===== src/rtl/irqb_pkg.sv =====
package irqb_pkg;
  localparam int NUM_BANKS  = 5;
  localparam int FUNC_BANKS = 3;
  localparam int BANK_W     = 32;
  localparam int NUM_SRC    = NUM_BANKS * BANK_W;
  localparam int SRC_W      = $clog2(NUM_SRC);
  localparam int BANK_IDX_W = $clog2(NUM_BANKS);
  localparam int ADDR_W     = BANK_IDX_W + 3;

  typedef struct packed {
    logic                  ctrlWr;
    logic                  statWr;
    logic                  rdStb;
    logic                  rdHit;
    logic                  rdStat;
    logic [BANK_IDX_W-1:0] bank;
  } strobe_t;

  // Number of implemented bits in each bank (filled from bit 0 upward)
  function automatic int bankWidth(input int b);
    case (b)
      2:       return 24;
      4:       return 17;
      default: return 32;
    endcase
  endfunction

  function automatic logic [BANK_W-1:0] implMask(input int b);
    logic [63:0] m;
    m = (64'd1 << bankWidth(b)) - 64'd1;
    return m[BANK_W-1:0];
  endfunction

  function automatic logic isImpl(input logic [SRC_W-1:0] src);
    return int'(src % BANK_W) < bankWidth(int'(src / BANK_W));
  endfunction
endpackage


===== src/rtl/irqb_ctrl.sv =====
module irqb_ctrl
  import irqb_pkg::*;
(
  input  logic              wrEn,
  input  logic              rdEn,
  input  logic [ADDR_W-1:0] addr,
  output strobe_t           stb
);
  logic [ADDR_W-4:0] bankField;
  logic              hit;

  assign bankField = addr[ADDR_W-1:3];
  assign hit = (addr[1:0] == 2'b00) && (int'(bankField) < NUM_BANKS);

  always_comb begin
    stb        = '0;
    stb.bank   = BANK_IDX_W'(bankField);
    stb.rdStat = addr[2];
    stb.rdHit  = hit;
    stb.rdStb  = rdEn;
    stb.ctrlWr = wrEn && hit && !addr[2];
    stb.statWr = wrEn && hit && addr[2];
  end
endmodule


===== src/rtl/irqb_datapath.sv =====
module irqb_datapath
  import irqb_pkg::*;
(
  input  logic               clk,
  input  logic               rst_n,
  input  strobe_t            stb,
  input  logic [BANK_W-1:0]  wrData,
  input  logic [NUM_SRC-1:0] srcIn,
  output logic [BANK_W-1:0]  rdData,
  output logic               funcIrq,
  output logic               errIrq,
  output logic               pendValid,
  output logic [SRC_W-1:0]   pendSrc
);
  localparam int FUNC_TOP = FUNC_BANKS * BANK_W;

  logic [BANK_W-1:0]  ctrlQ [NUM_BANKS];
  logic [BANK_W-1:0]  statQ [NUM_BANKS];
  logic [NUM_SRC-1:0] activeVec;

  for (genvar b = 0; b < NUM_BANKS; b++) begin : g_bank
    logic              selThis;
    logic [BANK_W-1:0] clrMask;
    assign selThis = (stb.bank == BANK_IDX_W'(b));
    assign clrMask = (stb.statWr && selThis) ? wrData : '0;

    always_ff @(posedge clk) begin
      if (!rst_n) begin
        ctrlQ[b] <= '0;
        statQ[b] <= '0;
      end else begin
        if (stb.ctrlWr && selThis) ctrlQ[b] <= wrData & implMask(b);
        // rising source beats a same-cycle clear
        statQ[b] <= (statQ[b] & ~clrMask) | (srcIn[b*BANK_W +: BANK_W] & implMask(b));
      end
    end

    assign activeVec[b*BANK_W +: BANK_W] = statQ[b] & ctrlQ[b];
  end

  // lowest active index wins: scan downward so the last hit is the lowest
  logic [SRC_W-1:0] firstIdx;
  always_comb begin
    firstIdx = '0;
    for (int i = NUM_SRC - 1; i >= 0; i--) begin
      if (activeVec[i]) firstIdx = SRC_W'(i);
    end
  end

  logic [BANK_W-1:0] rdMux;
  always_comb begin
    rdMux = '0;
    for (int b = 0; b < NUM_BANKS; b++) begin
      if (stb.rdHit && stb.bank == BANK_IDX_W'(b))
        rdMux = stb.rdStat ? statQ[b] : ctrlQ[b];
    end
  end

  always_ff @(posedge clk) begin
    if (!rst_n) begin
      rdData    <= '0;
      funcIrq   <= 1'b0;
      errIrq    <= 1'b0;
      pendValid <= 1'b0;
      pendSrc   <= '0;
    end else begin
      if (stb.rdStb) rdData <= rdMux;
      funcIrq   <= |activeVec[FUNC_TOP-1:0];
      errIrq    <= |activeVec[NUM_SRC-1:FUNC_TOP];
      pendValid <= |activeVec;
      pendSrc   <= firstIdx;
    end
  end
endmodule


===== src/rtl/irqb_controller.sv =====
module irqb_controller
  import irqb_pkg::*;
(
  input  logic               clk,
  input  logic               rst_n,
  input  logic [NUM_SRC-1:0] srcIn,
  input  logic               wrEn,
  input  logic               rdEn,
  input  logic [ADDR_W-1:0]  addr,
  input  logic [BANK_W-1:0]  wrData,
  output logic [BANK_W-1:0]  rdData,
  output logic               funcIrq,
  output logic               errIrq,
  output logic               pendValid,
  output logic [SRC_W-1:0]   pendSrc
);
  strobe_t stb;

  irqb_ctrl u_ctrl (
    .wrEn (wrEn),
    .rdEn (rdEn),
    .addr (addr),
    .stb  (stb)
  );

  irqb_datapath u_dp (
    .clk       (clk),
    .rst_n     (rst_n),
    .stb       (stb),
    .wrData    (wrData),
    .srcIn     (srcIn),
    .rdData    (rdData),
    .funcIrq   (funcIrq),
    .errIrq    (errIrq),
    .pendValid (pendValid),
    .pendSrc   (pendSrc)
  );
endmodule


===== config.mk =====
export PLATFORM = sky130hd
export DESIGN_NAME = irqb_controller
export DESIGN_NICKNAME = d
export VERILOG_FILES = /design/src/rtl/irqb_pkg.sv /design/src/rtl/irqb_ctrl.sv /design/src/rtl/irqb_datapath.sv /design/src/rtl/irqb_controller.sv
export SDC_FILE = /design/constraint.sdc
export NUM_CORES = 1
export LEC_CHECK = 0
export BUFFER_PORTS_ARGS = -buffer_cell sky130_fd_sc_hd__buf_2
export CORE_ASPECT_RATIO = 0.75
export CORE_MARGIN = 2
export CORE_UTILIZATION = 50
export DETAILED_ROUTE_END_ITERATION = 10
export PLACE_DENSITY = 0.71
export SYNTH_ARGS = -nofsm -noshare
export SYNTH_HDL_FRONTEND = slang
export SYNTH_SLANG_ARGS = --single-unit

===== constraint.sdc =====
create_clock -name clk -period 5 [get_ports clk]
set_input_delay 1 -clock clk [delete_from_list [all_inputs] [get_ports clk]]
set_output_delay 1 -clock clk [all_outputs]
set_load 0.05 [all_outputs]

# --- Word-level counts from Yosys, hierarchy flattened ---
# Memories as Yosys holds them, arrays and structs flattened.
# Cells that the tools add are included.
op_classes:
  shifts: 0
  n_reduce_logical: 33
  n_div: 0
  muxes: 201
  multipliers: 0
  eq_ne: 4
  n_lt_le_gt_ge: 1
  bitwise: 31
  addsub: 0
ops:
  columns: ["op", "count"]
  rows:
  - ["two-way mux 32 bit", 25]
  - ["two-way mux 7 bit", 64]
  - ["bitwise AND 32 bit", 10]
  - ["two-way mux 8 bit", 32]
  - ["two-way mux 6 bit", 32]
  - ["inverter 32 bit", 5]
  - ["OR reduction 160 bit", 1]
  - ["OR reduction 129 bit", 1]
  - ["bitwise OR 32 bit", 3]
  - ["OR reduction 96 bit", 1]
  - ["two-way mux 5 bit", 16]
  - ["OR reduction 65 bit", 1]
  - ["OR reduction 64 bit", 1]
  - ["OR reduction 33 bit", 1]
  - ["two-way mux 4 bit", 8]
  - ["bitwise OR 32 x 17 -> 32 bit", 1]
  - ["bitwise OR 32 x 24 -> 32 bit", 1]
  - ["logical AND 1 bit", 19]
  - ["two-way mux 1 bit", 18]
  - ["OR reduction 17 bit", 1]
  - ["two-way mux 3 bit", 4]
  - ["bitwise OR 1 bit", 10]
  - ["OR reduction 9 bit", 1]
  - ["equality test 3 x 2 -> 1 bit (second input constant)", 2]
  - ["other kinds (11)", 12]
word_totals:
  rom_bits: 0
  n_memories: 2
  wordCells: 284
  latchBits: 0
  input_bits: 202
  ramBits: 320
  out_inout_bits: 43
  regBits: 43
mem_list:
  columns: ["memory", "words", "width", "rd", "rd_ports_with_merged_regs", "wr", "line", "text"]
  rows:
  - ["u_dp.ctrlQ", 5, 32, 5, 0, 5, "irqb_datapath.sv:17", "logic [BANK_W-1:0] ctrlQ [NUM_BANKS];"]
  - ["u_dp.statQ", 5, 32, 5, 0, 5, "irqb_datapath.sv:18", "logic [BANK_W-1:0] statQ [NUM_BANKS];"]

# --- Depth between registers and ports, before layout ---
# Gate-level depths: netlist of the first run.
# An unclocked memory read counts as a cell.
depth:
  ltp_word: 161
  ltp_mapped: 9
  depth_no_buf: 7

# --- Hierarchy ---
# Synthesis of the first run repeated with hierarchy kept, for this count alone.
unflattened:
  cells_unflattened: 1844
  hier_area_um2: 16803.6
by_module_without_submodules:
  columns: ["mod", "cells_each", "seq_area_each_um2", "area_each_um2", "n_inst"]
  rows:
  - ["irqb_datapath", 1832, 8177.8, 16722.3, 1]
  - ["irqb_ctrl", 12, 0.0, 81.3, 1]

# --- Least setup slack after synthesis of the first run ---
# OpenSTA, ideal clock, no wires.
synth_path:
  path_type: "input port to flip-flop"
  start: "input port addr[2]"
  end: "memory u_dp.ctrlQ[3][0] (enable)"
  t_required_ns: 4.534
  path_buffers: 3
  t_arrival_ns: 4.218
  cell_stages: 5
  setup_slack_ns: 0.316
  setup_ns: 0.466
  cell_sequence: "buf_2 > buf_2 > buf_2 > or2_2 > o21ai_0"
synth_rtl:
  columns: ["element", "line", "text"]
  rows:
  - ["from (decl)", "irqb_controller.sv:9", "input logic [ADDR_W-1:0] addr,"]
  - ["to (decl)", "irqb_datapath.sv:17", null]

==> impl.org, run 1 <==
** STA
- Final-report max-slew violation count :: 0
- The worst pin sits at a relative slew slack of 0.156.
- The routed design could run at a clock period as short as 3280 ps.
- Worst Clk Skew :: 32.4 ps
- At the pin with the least slew margin, the transition time is 1260 ps.
- Final sum of negative setup slack :: 0 ps
- Achievable Freq :: 305 MHz
- Setup Viol. Count Final :: 0
- In the finished design, the share of the clock period the worst path needs comes to 0.656.
- Setup repair after global routing left no endpoint under its margin.
- Hold violation count in the final report :: 0

** Power and ir drop
- Leakage power total :: 7.58 nW
- Power spread over the standard cell area amounts to 353 nW/um^2.
- VDD sags by at most 0.245 mV.

** Critical path
- Critical Path Start Type :: input pin
- Type of the worst setup path :: in2reg
- Data arrival at the endpoint of the critical path :: 3680 ps
- Register-to-Register Path Depth :: 7
- Top fanout value on the critical path :: 61
- The critical path goes through buf_6 -> nand4_1 -> nor2_2 -> buf_4 -> nand2_1 -> a21oi_1 -> nor2_1.
- Longest individual stage delay on the worst path :: 810 ps
- Standard cell with the maximum stage delay on the critical path :: sky130_fd_sc_hd__nor2_2
- Together, buffers and inverters on the worst path number 2.
- In this run the critical register-to-register path is captured at u_dp.pendSrc[0].
- For the worst setup path, the data required time is 5400 ps.
- Setup crit end kind :: flip-flop
- In this run the critical register-to-register path is launched from u_dp.ctrlQ[3][22].
- Cell family contributing the most delay on the critical path :: simple AND/OR/NAND/NOR gates
- Slack of the worst reg-to-reg path :: 2390 ps

** Layout
- In the final layout, the share of cells above drive strength 1 is 0.171.
- After routing the design area is 19100 sq um.
- From synthesis to final layout, the design area changed by 15.2%.
- For this run, the post-layout net count is 2163.
- The finished layout holds 2434 standard cells, fillers aside.

** Logic synthesis
- Post-synthesis instance area :: 16600 sq um
- The synthesized design contains 340 register bits.
- After synthesis, the netlist uses 68 different library cells.
- Of all cell types, the one taking the most synthesized area is sky130_fd_sc_hd__edfxtp_1.
- For this run, the number of Yosys warnings is 0.
- Share of flip-flops with an asynchronous set or reset after synthesis :: 0
- Avg Cell Area, Syn :: 9.24 sq um
- Ranked by total cell area, the synthesized netlist is headed by sky130_fd_sc_hd__edfxtp_1 25%, sky130_fd_sc_hd__dfxtp_1 24%, sky130_fd_sc_hd__mux2i_1 7.8%.
- Mapped Nets :: 1998
- Most common flop cell mapped by yosys :: sky130_fd_sc_hd__dfxtp_1
- Sequential share of the synthesized area :: 0.493
- Number of flops mapped to enable cells by yosys :: 137
- Share of the synthesized area in the top cell type :: 0.248
- After technology mapping, the gate count stands at 1796.

** Global routing
- Pin count of the biggest net entering global routing :: 92
- Grt total ovfl :: 0
- Wire length of the first global-routing pass :: 86000 um
- GRT Total Usage :: 0.327
- The via count of the first global-routing pass is 13.9k.
- Antenna violations before repair :: 3

** CTS
- Buffers inserted by post-CTS timing repair :: 0
- TritonCTS built the clock tree.
- Counting every sink on the clock net gives 340.
- Hold buffer count at CTS :: 0
- The H-tree generated during clock tree synthesis spans 2 levels.
- Worst-path clk slew :: 60 ps
- Clock tree synthesis inserted a total of 36 buffers.
- No sink is reached through more buffers than the 3 on the longest clock path.
- The tree is rooted in a sky130_fd_sc_hd__clkbuf_16.
- Post-CTS repair changed the size of 0 cells.
- The clock reaches the later pin of the worst-skew pair after 550 ps.

** Placement
- Port buffering added 221 buffers.
- Once placement completed, the tool counted placed cells totaling 2365.
- Once placement finished, the instance area stood at 18000 sq um.
- Weighted congestion at the end of routability-driven global placement :: 0.967
- Half-perimeter wire length after detailed placement :: 41900 um

** Floorplanning
- IO Count :: 245
- Core area :: 32500 sq um
- Starting utilization of the core area :: 0.510
- Die height :: 162 um
- Measured along the x axis, the die boundary spans 214 um.
- Number of placement rows :: 57
- The floorplan step defined a die boundary enclosing 34700 sq um.

** Hold path
- The tightest min-delay check is of the reg2reg type.
- Terminating pin of the worst hold path :: u_dp.statQ[4][21]
- Depth of the worst hold-timing path :: 2
- Launch instance of the worst min-delay path :: u_dp.statQ[4][21]

** Route
- Final routed wirelength across all metal layers :: 57600 um
- For this block, the initial DRC count from the detailed router was 2223.
- Routed wire length per instance :: 23.7 um
- Iteration count of the initial detailed-routing pass :: 7
- Remaining antenna violation count after routing :: 0
- Vias per inst :: 6.22
- DRC violations left :: 0
- Vias after detailed routing :: 15.1k

** Run
- Max-cap violations in this run came to 0.

** Status
- The flow ran to the end, and the final reports show no timing, DRC or antenna violations.
worst register-to-register path, delay by kind of cell (launching register included):
family	cells	cell delay (ps)
flops	1	400
simple gates	2	590
compound gates	5	1460
power breakdown:
part / internal [mW] / switching, mW
Clock: 1.53 / 1.13
Combinational: 0.310 / 0.566
Sequential: 3.04 / 0.175
cells in the mapped netlist (9+ instances only):
cell type / n
sky130_fd_sc_hd__nor3_1: 9
sky130_fd_sc_hd__nand4_1: 9
sky130_fd_sc_hd__nor2_1: 200
sky130_fd_sc_hd__a21oi_1: 205
sky130_fd_sc_hd__o22ai_1: 42
sky130_fd_sc_hd__a32oi_1: 12
sky130_fd_sc_hd__a22oi_1: 46
sky130_fd_sc_hd__buf_2: 12
sky130_fd_sc_hd__a21oi_2: 9
sky130_fd_sc_hd__dfxtp_1: 203
sky130_fd_sc_hd__a22o_1: 20
sky130_fd_sc_hd__a32o_1: 11
sky130_fd_sc_hd__o221ai_1: 26
sky130_fd_sc_hd__clkbuf_1: 75
sky130_fd_sc_hd__a222oi_1: 19
sky130_fd_sc_hd__a31oi_1: 14
sky130_fd_sc_hd__nand2_1: 275
sky130_fd_sc_hd__mux2i_1: 130
sky130_fd_sc_hd__and2_1: 148
sky130_fd_sc_hd__edfxtp_1: 137
sky130_fd_sc_hd__clkbuf_2: 17
sky130_fd_sc_hd__nand3_1: 27
sky130_fd_sc_hd__o21ai_0: 35
per-stage QoR:
step | setup WS [ps] | hold slack [ps] | total power, mW | utilization
after floorplan | 316 | 411 | 3.76 | -
after global placement | 1390 | 418 | 4.10 | 0.552
after detailed placement | 1330 | 424 | 4.12 | 0.552
after CTS | 1880 | 434 | 6.75 | 0.588
after global routing | 1680 | 450 | 6.98 | 0.588
final | 1720 | 434 | 6.76 | 0.588
layout make-up:
cell class                 count  area (sq um)
inverter                       5          21.3
timing repair buffer         242          1280
antenna                        3          7.51
multi-input combinational   1336          7930
clock inverter                11          93.8
fill                        2886         13400
tap                          442           553
clock buffer                  55          1060
sequential                   340          8180
logic make-up (layout without fill, tap and decap cells):
group                  Yosys count  in the layout  synth area share
AO/OA/AOI/OAI                  491            491             0.196
buffers and inverters          120            313            0.0316
flip-flops                     340            340             0.493
multiplexers                   137            137            0.0831
other                            0              3                 0
AND/OR/NAND/NOR                708            708             0.196
worst max path at each step:
stage	startpoint	end	slack (ps)	cells after the start
final	addr[2]	u_dp.statQ[4][0]	1720	7
after global routing	addr[2]	u_dp.statQ[4][11]	1680	7
after CTS	addr[2]	u_dp.statQ[4][0]	1880	7
after detailed placement	addr[2]	u_dp.statQ[4][12]	1330	7
after global placement	addr[2]	u_dp.statQ[4][8]	1390	7
after floorplan	addr[2]	u_dp.ctrlQ[3][0]	320	5
registers in the layout, summed over array words and instances, names as in the netlist:
| register | cells |
|---|---|
| u_dp.pendSrc | 8 |
| u_dp.statQ | 160 |
| u_dp.ctrlQ | 137 |
| u_dp.funcIrq | 1 |
| u_dp.pendValid | 1 |
| u_dp.rdData | 32 |
| u_dp.errIrq | 1 |
layer usage:
| layer | wire length (um) | GRT usage |
|---|---|---|
| met1 | 25600 | 0.491 |
| met2 | 24500 | 0.482 |
| met3 | 6300 | 0.0648 |
| met4 | 1150 | 0.0799 |
| met5 | 26 | 0 |
cell usage in the layout (no fill, tap or decap), types with 11 or more instances in the layout:
master                      instances
sky130_fd_sc_hd__a32o_1            11
sky130_fd_sc_hd__o22ai_1           42
sky130_fd_sc_hd__nor2_1           195
sky130_fd_sc_hd__a31oi_1           14
sky130_fd_sc_hd__and2_1           148
sky130_fd_sc_hd__a21oi_1          205
sky130_fd_sc_hd__edfxtp_1         137
sky130_fd_sc_hd__clkbuf_1          12
sky130_fd_sc_hd__clkbuf_16         38
sky130_fd_sc_hd__nand3_1           27
sky130_fd_sc_hd__mux2i_1          130
sky130_fd_sc_hd__buf_4             20
sky130_fd_sc_hd__nand2_1          275
sky130_fd_sc_hd__a22o_1            20
sky130_fd_sc_hd__a22oi_1           46
sky130_fd_sc_hd__a32oi_1           12
sky130_fd_sc_hd__dfxtp_1          203
sky130_fd_sc_hd__a222oi_1          19
sky130_fd_sc_hd__o221ai_1          26
sky130_fd_sc_hd__o21ai_0           30
sky130_fd_sc_hd__buf_2            220
Note: power is estimated with default switching activity, not from simulation.
==> run 2: changes to the inputs <==
Settings changed: ABC_AREA set to 1, PLACE_DENSITY 0.71 to 0.74.
Clock period 5 ns to 2.8 ns, I/O delays scaled along.
==> run 2 against run 1 <==
- the run now ends with setup timing left
- critical path type is now reg2reg
- combinational power up 100%
- critical path depth is 129 higher
- largest cell class unchanged
- total power increased by 80%
- highest routed layer is now met4
- clock skew decreased by 21 ps
- final cell count increased by 21%
- register-to-register slack lost 7400 ps
- global-route usage increased by 0.37 points
==> impl.org, run 2 <==
** Status
- Run status :: finished with violations
- Violations in the final reports :: setup timing

** Route
- The number of iterations in the first detailed-routing pass is 5 (-2).
- The via count normalized by instance count came to 5.67 (-8.8%).
- Count of routing violations after the opening detailed-route iteration :: 1904 (-14%)
- Final routed wirelength across all metal layers :: 57400 um (-0.24%)
- Remaining antenna violation count after routing :: 0 (unchanged)
- Routed wire length per instance :: 19.6 um (-17%)
- The DRC violation count after routing is 0 (unchanged).
- Vias after detailed routing :: 16.6k (+9.9%)

** STA
- Achievable Freq :: 129 MHz
- Hold violation count in the final report :: 0 (unchanged)
- Setup Viol. Count Final :: 3 (+3)
- The clock tree skew after final layout came to 11.3 ps (-21.1 ps).
- The headroom to the max-slew limit is 0.538 (+0.382).
- Setup repair after global routing could not meet its margin everywhere.
- The final sum of negative setup slack came to -8770 ps (-8770 ps).
- Slew of the pin with the lowest slew margin :: 693 ps (-569 ps)
- The final worst setup slack was -4980 ps (-6700 ps).
- Final period utilization :: 2.78
- Final critical path time including I/O delays and setup :: 7780 ps
- Final-report max-slew violation count :: 0 (unchanged)
- The final worst hold slack is 265 ps (-169 ps).

** Logic synthesis
- Cells taking the most area after synthesis :: sky130_fd_sc_hd__edfxtp_1 25%, sky130_fd_sc_hd__dfxtp_1 25%, sky130_fd_sc_hd__nand2_1 12%
- The synthesis warning total came to 0 (unchanged).
- Avg Cell Area, Syn :: 7.63 sq um (-17%)
- In the synthesized netlist the dominant register cell turns out to be sky130_fd_sc_hd__dfxtp_1.
- The proportion of netlist area held by the largest area contributor was 0.250 (+0.00181).
- Post-synthesis instance area :: 16500 sq um (-0.72%)
- Share of flip-flops with an asynchronous set or reset after synthesis :: 0 (unchanged)
- Commonest cells in the synthesized netlist :: 516 x sky130_fd_sc_hd__nand2_1, 300 x sky130_fd_sc_hd__nor2_1, 256 x sky130_fd_sc_hd__a21oi_1
- Number of flops mapped to enable cells by yosys :: 137 (unchanged)
- Post-synthesis cell type count :: 29 (-57%)
- The biggest area contributor in the post-synthesis netlist is sky130_fd_sc_hd__edfxtp_1.
- Mapped Nets :: 2361 (+18%)
- Flip-flop and latch count after synthesis :: 340 (unchanged)
- The gate count of the mapped netlist came to 2159 (+20%).
- The sequential fraction of the synthesis area is 0.496 (+0.00359).
- Leading cell type by number of instances after synthesis :: sky130_fd_sc_hd__nand2_1

** Critical path
- The worst path arrival time came to 8190 ps (+4510 ps).
- The stage delay of the slowest cell on the critical path was 390 ps (-420 ps).
- Register-to-Register Path Depth :: 136 (+129)
- Standard cell with the maximum stage delay on the critical path :: sky130_fd_sc_hd__edfxtp_1
- The critical path is of the reg2reg type.
- Setup crit end kind :: flip-flop
- The worst register-to-register path ends at u_dp.pendSrc[0].
- The highest net fanout along the worst path came to 2 (-97%).
- The register-to-register setup slack is -4980 ps (-7370 ps).
- FF-to-FF Start :: u_dp.ctrlQ[4][15]
- Most used cell, CP :: sky130_fd_sc_hd__nand2_1
- Critical Path Start Type :: flip-flop
- The required time of the critical path is 3210 ps (-2190 ps).

** CTS
- The number of H-tree levels was 2 (unchanged).
- The root buffer cell chosen for the clock tree is sky130_fd_sc_hd__clkbuf_16.
- Clk buf depth :: 3 (unchanged)
- TritonCTS built the clock tree.
- Num CTS Buffers :: 35 (-2.8%)
- The hold-fix buffer count after cts was 0 (unchanged).
- Worst-path clk slew :: 70 ps (about the same)
- Number of clock sinks :: 340 (unchanged)
- The latest clock arrival within the worst-skew pair came to 530 ps (-20 ps).

** Global routing
- The pin count of the biggest net entering global routing is 73 (-21%).
- The leftover overflow at the end of global routing came to 0 (unchanged).
- The wire length of the first global-routing pass was 87100 um (+1.2%).
- Via count of the first global-routing pass :: 15.5k (+11%)
- The global routing usage summed across all routing layers is 0.330 (+0.00366).
- The initial antenna violation count is 0 (-3).

** Floorplanning
- The die area is 34400 sq um (-0.71%).
- Starting utilization of the core area :: 0.508 (-0.00258)
- Die height :: 161 um (-0.35%)
- The die outline width came to 214 um (-0.35%).
- Core area :: 32400 sq um (-0.22%)
- IO Count :: 245 (unchanged)
- The row count was 57 (unchanged).

** Placement
- The placed cell count was 2867 (+21%).
- Pre-CTS setup slack :: -4920 ps (-6250 ps)
- The number of input and output port buffers inserted is 221 (unchanged).
- Weighted congestion at the end of routability-driven global placement :: 0.947 (-2.1%)
- The area after detailed placement is 19000 sq um (+5.6%).
- Half-perimeter wire length after detailed placement :: 39900 um (-4.9%)

** Layout
- Layout Cells excl Fill :: 2933 (+21%)
- The count of filler cells inserted in the layout was 2909 (+0.80%).
- In the final layout, the registers with the most flip-flops are u_dp.statQ x160, u_dp.ctrlQ x137, u_dp.rdData x32.
- Most common cell after layout, fill and taps aside :: sky130_fd_sc_hd__nand2_1
- Antenna cells :: 0 (-3)
- The final standard cell area without fillers came to 20200 sq um (+5.7%).
- The top cell types in the final layout, fill and taps aside, are 497 x sky130_fd_sc_hd__nand2_1, 294 x sky130_fd_sc_hd__nor2_1, 255 x sky130_fd_sc_hd__a21oi_1, 220 x sky130_fd_sc_hd__buf_2, 203 x sky130_fd_sc_hd__dfxtp_1.
- The area growth from synthesis to layout is 22.7%.
- The number of flip-flops under the largest register name was 160 (unchanged).
- The final net count was 2667 (+23%).
- End-of-flow core utilization :: 0.623 (+0.0352)
- Biggest register :: u_dp.statQ
- The proportion of layout cells with a drive suffix above 1 came to 0.226 (+0.0547).

** Hold path
- Terminating pin of the worst hold path :: u_dp.statQ[2][5]
- The startpoint identified for the worst hold timing path is srcIn[69].
- Depth of the worst hold-timing path :: 3 (+1)
- The worst hold path belongs to the class in2reg.

** Power and ir drop
- The power density over the cells came to 601 nW/um^2 (+70%).
- Largest voltage drop on the vdd net :: 0.445 mV (+82%)
- The overall power of the completed layout came to 12.2 mW (+80%).
- Leakage power total :: 9.51 nW (+25%)

** Run
- The total of max-cap violations is 0 (unchanged).
## run 2: worst max-delay path: cells and delay by family, from the launching register on
| kind | cells | cell delay [ps] |
|---|---|---|
| flip-flops | 1 | 390 |
| buffers and inverters | 1 | 50 |
| AO/OA/AOI/OAI | 1 | 50 |
| AND/OR/NAND/NOR | 134 | 7180 |
## run 2: power by group
| part | total [mW] | leakage [nW] | switching, mW | internal, mW |
|---|---|---|---|---|
| registers | 5.68 | 2.99 | 0.249 | 5.43 |
| logic | 1.77 | 5.96 | 1.13 | 0.640 |
| clock network | 4.70 | 0.561 | 1.99 | 2.71 |
## run 2: worst max-delay path by stage
| stage | from | to | slack, ps |
|---|---|---|---|
| floorplan | u_dp.ctrlQ[4][15] | u_dp.pendSrc[0] | -3390 |
| finish | u_dp.ctrlQ[4][15] | u_dp.pendSrc[0] | -4980 |
| global route | u_dp.ctrlQ[4][15] | u_dp.pendSrc[0] | -6090 |
| detailed placement | u_dp.ctrlQ[4][15] | u_dp.pendSrc[0] | -4920 |
| global placement | u_dp.ctrlQ[4][15] | u_dp.pendSrc[0] | -4900 |
| CTS | u_dp.ctrlQ[4][15] | u_dp.pendSrc[0] | -4860 |
## run 2: cell type report
type                            count  area, sq um  share of cell area
Sequential cell                   340         8180               0.404
Multi-Input combinational cell   1518         7260               0.359
Timing Repair Buffer              373         2350               0.116
Clock buffer                       54         1060              0.0524
Inverter                          197          744              0.0368
Tap cell                          442          553              0.0273
Clock inverter                      9         77.6             0.00384
## run 2: timing repair
| action | in CTS | in global routing |
|---|---|---|
| endpoints found under the setup margin | 3 | 3 |
| resized for setup | 19 | 12 |
| buffers inserted | 1 | 2 |
| gates cloned | 0 | 0 |
| pin swaps | 4 | 21 |
## run 2: logic make-up (layout without fill, tap and decap cells)
logic type | after synthesis | count (layout) | share of synthesized area
AND/OR/NAND/NOR | 991 | 991 | 0.264
flip-flops | 340 | 340 | 0.496
buffers and inverters | 301 | 633 | 0.0686
AO/OA/AOI/OAI | 527 | 527 | 0.171
## run 2: metal layers
| metal | up-vias | GRT usage | wire [um] |
|---|---|---|---|
| li1 | 7721 | - | - |
| met3 | 121 | 0.0589 | 6500 |
| met2 | 1005 | 0.508 | 25000 |
| met1 | 7794 | 0.474 | 24300 |
| met4 | 0 | 0.104 | 1720 |
| met5 | - | 0 | 0 |
